[src/rtl/dq_pkg.sv]
package dq_pkg;

  // Index of the delay-line tap for a programmed latency; 0 acts as 1,
  // values above the line depth saturate at the last stage.
  function automatic int unsigned tap_of(input int unsigned cfg,
                                         input int unsigned depth);
    if (cfg == 0)
      return 0;
    else if (cfg > depth)
      return depth - 1;
    else
      return cfg - 1;
  endfunction

endpackage

[src/rtl/dq_rd_pipe.sv]
module dq_rd_pipe #(
  parameter int unsigned DATA_W = 16,
  parameter int unsigned DEPTH  = 3,
  localparam int unsigned SEL_W = (DEPTH > 1) ? $clog2(DEPTH) : 1
) (
  input  logic              clk,
  input  logic              rst_n,
  input  logic              push,
  input  logic              flush,
  input  logic [DATA_W-1:0] din,
  input  logic [SEL_W-1:0]  sel,
  output logic [DATA_W-1:0] dout,
  output logic              dvld
);

  logic [DEPTH-1:0]             vld_q, vld_d;
  logic [DEPTH-1:0][DATA_W-1:0] dat_q, dat_d;
  logic [DEPTH-1:0]             dat_en;

  always_comb begin
    vld_d[0]  = push & ~flush;
    dat_d[0]  = din;
    dat_en[0] = push;
    for (int j = 1; j < DEPTH; j++) begin
      vld_d[j]  = vld_q[j-1] & ~flush;
      dat_d[j]  = dat_q[j-1];
      dat_en[j] = vld_q[j-1];
    end
  end

  always_ff @(posedge clk or negedge rst_n) begin
    if (!rst_n) begin
      vld_q <= '0;
      dat_q <= '0;
    end else begin
      vld_q <= vld_d;
      for (int j = 0; j < DEPTH; j++) begin
        if (dat_en[j]) dat_q[j] <= dat_d[j];
      end
    end
  end

  assign dout = dat_q[sel];
  assign dvld = vld_q[sel];

endmodule

[src/rtl/dq_mask_dly.sv]
module dq_mask_dly #(
  parameter int unsigned LANES = 2,
  parameter int unsigned DEPTH = 2
) (
  input  logic             clk,
  input  logic             rst_n,
  input  logic [LANES-1:0] mask_in,
  output logic [LANES-1:0] mask_late
);

  logic [DEPTH-1:0][LANES-1:0] chain_q, chain_d;

  always_comb begin
    chain_d[0] = mask_in;
    for (int j = 1; j < DEPTH; j++) chain_d[j] = chain_q[j-1];
  end

  always_ff @(posedge clk or negedge rst_n) begin
    if (!rst_n) chain_q <= '0;
    else        chain_q <= chain_d;
  end

  assign mask_late = chain_q[DEPTH-1];

endmodule

[src/rtl/dq_wr_gate.sv]
module dq_wr_gate #(
  parameter int unsigned DATA_W = 16,
  parameter int unsigned LANES  = 2
) (
  input  logic              wr_strb,
  input  logic [LANES-1:0]  byte_mask,
  input  logic [DATA_W-1:0] bus_din,
  output logic [LANES-1:0]  arr_we,
  output logic [DATA_W-1:0] arr_wdata
);

  for (genvar b = 0; b < LANES; b++) begin : g_lane
    assign arr_we[b] = wr_strb & ~byte_mask[b];
  end

  assign arr_wdata = bus_din;

endmodule

[src/rtl/dq_lat_path.sv]
module dq_lat_path #(
  parameter int unsigned DATA_W   = 16,
  parameter int unsigned LANES    = 2,
  parameter int unsigned MAX_LAT  = 3,
  parameter int unsigned MASK_DLY = 2,
  parameter int unsigned LAT_W    = 2
) (
  input  logic              clk,
  input  logic              rst_n,
  input  logic [LAT_W-1:0]  cfg_lat,
  input  logic              rd_strb,
  input  logic              wr_strb,
  input  logic              halt_strb,
  input  logic [LANES-1:0]  byte_mask,
  input  logic [DATA_W-1:0] arr_rdata,
  input  logic [DATA_W-1:0] bus_din,
  output logic [DATA_W-1:0] bus_dout,
  output logic [LANES-1:0]  bus_oe,
  output logic [LANES-1:0]  arr_we,
  output logic [DATA_W-1:0] arr_wdata
);

  localparam int unsigned LANE_W = DATA_W / LANES;
  localparam int unsigned SEL_W  = (MAX_LAT > 1) ? $clog2(MAX_LAT) : 1;

  // reset: asserted at once, released after two clean edges
  logic [1:0] rst_sync_q;
  logic       core_rst_n;

  always_ff @(posedge clk or negedge rst_n) begin
    if (!rst_n) rst_sync_q <= '0;
    else        rst_sync_q <= {rst_sync_q[0], 1'b1};
  end
  assign core_rst_n = rst_sync_q[1];

  logic [SEL_W-1:0]  tap_sel;
  logic              rd_push;
  logic [DATA_W-1:0] pipe_dat;
  logic              pipe_vld;
  logic [LANES-1:0]  rd_mask_late;

  always_comb begin
    tap_sel = SEL_W'(dq_pkg::tap_of(int'(cfg_lat), MAX_LAT));
    rd_push = rd_strb & ~wr_strb & ~halt_strb;
  end

  dq_rd_pipe #(
    .DATA_W (DATA_W),
    .DEPTH  (MAX_LAT)
  ) u_pipe (
    .clk   (clk),
    .rst_n (core_rst_n),
    .push  (rd_push),
    .flush (wr_strb),
    .din   (arr_rdata),
    .sel   (tap_sel),
    .dout  (pipe_dat),
    .dvld  (pipe_vld)
  );

  dq_mask_dly #(
    .LANES (LANES),
    .DEPTH (MASK_DLY)
  ) u_mask (
    .clk       (clk),
    .rst_n     (core_rst_n),
    .mask_in   (byte_mask),
    .mask_late (rd_mask_late)
  );

  for (genvar b = 0; b < LANES; b++) begin : g_drv
    assign bus_oe[b] = pipe_vld & ~rd_mask_late[b] & ~wr_strb;
    assign bus_dout[b*LANE_W +: LANE_W] =
      bus_oe[b] ? pipe_dat[b*LANE_W +: LANE_W] : '0;
  end

  dq_wr_gate #(
    .DATA_W (DATA_W),
    .LANES  (LANES)
  ) u_wr (
    .wr_strb   (wr_strb),
    .byte_mask (byte_mask),
    .bus_din   (bus_din),
    .arr_we    (arr_we),
    .arr_wdata (arr_wdata)
  );

endmodule

[config.mk]
export PLATFORM = sky130hd
export DESIGN_NAME = dq_lat_path
export DESIGN_NICKNAME = d
export VERILOG_FILES = /design/src/rtl/dq_pkg.sv /design/src/rtl/dq_rd_pipe.sv /design/src/rtl/dq_mask_dly.sv /design/src/rtl/dq_wr_gate.sv /design/src/rtl/dq_lat_path.sv
export SDC_FILE = /design/constraint.sdc
export NUM_CORES = 1
export LEC_CHECK = 0
export BUFFER_PORTS_ARGS = -buffer_cell sky130_fd_sc_hd__buf_2
export CAP_MARGIN = 0
export CORE_ASPECT_RATIO = 1.5
export CORE_MARGIN = 8
export CORE_UTILIZATION = 55
export DETAILED_ROUTE_END_ITERATION = 7
export PLACE_DENSITY_LB_ADDON = 0.2
export SYNTH_ARGS = -nofsm -noshare
export SYNTH_HDL_FRONTEND = slang
export SYNTH_SLANG_ARGS = --single-unit
export TNS_END_PERCENT = 100
[constraint.sdc]
create_clock -name clk -period 4.8 [get_ports clk]
set_clock_uncertainty 0.05 [all_clocks]
set_input_delay 1.2 -clock clk [delete_from_list [all_inputs] [get_ports clk]]
set_output_delay 1.2 -clock clk [all_outputs]
set_load 0.02 [all_outputs]
==> flow_summary_export.csv <==
group,metric,value,unit
global_route,antenna_found_initial,0,
clock_tree,cts_root_buf,"clkbuf_8",
timing,min_period,3660,ps
cells_and_area,final_util,63.9,%
timing,slew_violations,0,
logic_synthesis,syn_avg_cell_area,13.6,um^2
detailed_routing,wl,5260,um
timing,setup_ws,1140,ps
detailed_routing,vias_per_cell,5.33,
place,dpl.hpwl,3530,um
cells_and_area,nFillCells,408,
timing,max_clock_freq,273,MHz
floorplanning,die_h,101,um
setup_path,path_common_cell,"buf_2",
floorplanning,dieArea,7330,um^2
setup_path,critPathBufInv,2,
global_route,grtUsageTotal,16.1,%
place,pre_cts_slack,1130,ps
timing,setup_viol,0,
run_status,status,"complete, no violations",
detailed_routing,first_iter_violations,65,
clock_tree,clk_pin_slew,60,ps
timing,finalHoldViolations,0,
setup_path,path_cells,"buf_2 > mux2_2 > o211ai_2 > a211oi_1 > buf_2",
timing,fin_tns_setup,0,ps
logic_synthesis,ys_ff_latch,57,
pwr,clockPowerShare,35.0,%
global_route,grt_max_degree,56,
timing,tightest_slew,1140,ps
timing,relSlewSlack,23.7,%
setup_path,arrival,2410,ps
floorplanning,ios,77,
cells_and_area,nets,269,
clock_tree,cts_tree,"built",
detailed_routing,drc_errors,0,
logic_synthesis,synth_cell_type_count,19,
clock_tree,cts.sinks,57,
setup_path,crit_path_max_incr_delay,450,ps
setup_path,end_kind,"output pin",
detailed_routing,drt-pass1-iter-count,4,
floorplanning,num_rows,31,
clock_tree,ctsResizeCount,0,
floorplanning,start_util,55.9,%
setup_path,cpLargestDelayFamily,"compound AO/OA/AOI/OAI gates",
detailed_routing,detail-route-antenna-nets,0,
cells_and_area,layout-drive-gt1-share,51.1,%
floorplanning,dieWidth,72.6,um
setup_path,worstSetupPathType,"in -> out",
place,io_buffers,44,
cells_and_area,stdcell_area,3020,um^2
place,place_area,2790,um^2
pwr,leakage,1.46,nW
cells_and_area,diodes,0,
cells_and_area,syn_to_final_growth,14.2,%
global_route,grt_pass1_wl,8880,um
clock_tree,cts.path.max_buffers,2,
global_route,grt_pass1_vias,1904,
pwr,p_int,1.08,mW
logic_synthesis,syn_nets,236,
logic_synthesis,yosysWarningCount,0,
worst_hold_path,hp-class,"reg -> reg",
setup_path,critPathLaunchType,"primary input",
pwr,power.net_switching,0.364,mW
global_route,overflow,0,
pwr,powerDensity,477,nW/um^2
clock_tree,clkLatencyLatePin,330,ps
place,gp_congestion,0.742,
setup_path,cp_slowest_cell,"o211ai_2",
run,drv_cap,0,
pwr,ir_worst_vdd,0.303,mV
pwr,switching_share,25.2,%
clock_tree,cts_hold_buf,0,
logic_synthesis,synth_area,2650,um^2
timing,whs,299,ps
setup_path,cp.required,3550,ps
timing,rsz0062_at_grt,"no",
timing,post-route-period-util,76.3,%
pwr,seq_power_share,48.2,%
setup_path,cp_max_fo,9,
clock_tree,htreeDepth,3,
clock_tree,post_cts_buffers,0,
detailed_routing,num_vias,1594,
pwr,comb_power_share,16.8,%
logic_synthesis,synthCells,195,
floorplanning,coreArea,4730,um^2
logic_synthesis,yosysSeqAreaShare,53.9,%
detailed_routing,post_drt_wl_per_cell,17.6,um
clock_tree,numCtsBuffers,9,
## metrics by stage
step | cells | power (mW)
floorplan | 195 | 0.896
global placement | 283 | 0.920
detailed placement | 283 | 0.950
CTS | 299 | 1.46
global route | 299 | 1.52
finish | 299 | 1.44
## power by group through the flow
| stage | Clock [mW] | Combinational (mW) | Sequential, mW |
|---|---|---|---|
| 2_1_floorplan | 0 | 0.214 | 0.682 |
| 3_5_place_dp | 0 | 0.245 | 0.705 |
| 6_report | 0.505 | 0.243 | 0.696 |
| 3_3_place_gp | 0 | 0.231 | 0.689 |
| 4_1_cts | 0.514 | 0.247 | 0.697 |
| 5_1_grt | 0.535 | 0.269 | 0.713 |
## layout by cell type (no fill, tap or decap)
master	netlist	routed
clkinvlp_4	0	1
o211ai_2	2	2
or2_2	1	1
mux2_2	40	40
nor2b_1	2	2
buf_2	4	44
mux2_4	9	9
bufinv_16	0	2
nor2_1	18	18
a211oi_1	16	16
dfrtp_2	0	1
buf_4	16	5
dfrtp_1	57	56
mux2i_1	16	16
and2b_1	2	2
inv_1	3	3
conb_1	1	1
clkinv_2	0	2
nor3b_4	1	1
clkbuf_8	0	11
## routing by layer
metal	GRT usage, %	share of wire [%]	wire length, um
met1	16.5	40	2110
met2	27.5	53	2790
met3	6.87	5.1	267
met4	6.81	1.8	95
met5	0	0	0
## final cells by class
class | count | area, um^2 | share of cell area [%]
Clock buffer | 11 | 151 | 5.01
Clock inverter | 5 | 77.6 | 2.57
Inverter | 3 | 11.3 | 0.373
Multi-Input combinational cell | 108 | 1010 | 33.6
Sequential cell | 57 | 1430 | 47.2
Tap cell | 66 | 82.6 | 2.73
Timing Repair Buffer | 49 | 258 | 8.53
## synth_stat cells
cell / instances / area [um^2]
buf_4: 16 / 120
nor2b_1: 2 / 12.5
mux2_2: 40 / 450
buf_12: 1 / 20.0
mux2_4: 9 / 135
nor2_1: 18 / 67.6
inv_1: 3 / 11.3
dfrtp_1: 57 / 1430
buf_6: 1 / 11.3
nor3b_4: 1 / 18.8
clkbuf_1: 4 / 15.0
clkbuf_4: 1 / 7.51
and2b_1: 2 / 15.0
mux2i_1: 16 / 160
or2_2: 1 / 6.26
buf_2: 4 / 20.0
a211oi_1: 16 / 120
o211ai_2: 2 / 25.0
conb_1: 1 / 3.75
## path summary, 6_finish.rpt
kind / start / endpoint / slack (ps) / cells past startpoint
max: cfg_lat[0] / bus_dout[0] / 1140 / 5
min: u_mask.chain_d[3] / u_mask.mask_late[1] / 300 / 0
max reg2reg: u_pipe.vld_q[1] / u_pipe.dat_q[34] / 3650 / 2
min reg2reg: u_mask.chain_d[3] / u_mask.mask_late[1] / 300 / 0
max in group asynchronous: rst_sync_q[1] / u_pipe.dat_d[46] / 3900 / 1
min in group asynchronous: rst_sync_q[1] / u_pipe.dat_d[23] / 330 / 1
## flip-flops by register name, summed over array words and instances (netlist names)
signal,count
rst_sync_q,2
u_pipe.dat_d,32
u_pipe.dat_q,16
u_pipe.vld_q,3
u_mask.mask_late,2
u_mask.chain_d,2
## worst register-to-register path, cell delays in order (launching register included)
cell and delay, ps:
dfrtp_1 340, buf_4 260, mux2_2 380
## kinds of logic (layout without fill, tap and decap cells)
kind of cell | Yosys count | in the layout | synth area share (%)
flip-flops | 57 | 57 | 53.9
other | 1 | 1 | 0.142
AND/OR/NAND/NOR | 24 | 24 | 4.54
AO/OA/AOI/OAI | 18 | 18 | 5.48
multiplexers | 65 | 65 | 28.2
buffers and inverters | 30 | 68 | 7.75
No activity file was read; power rests on OpenSTA's default activity.
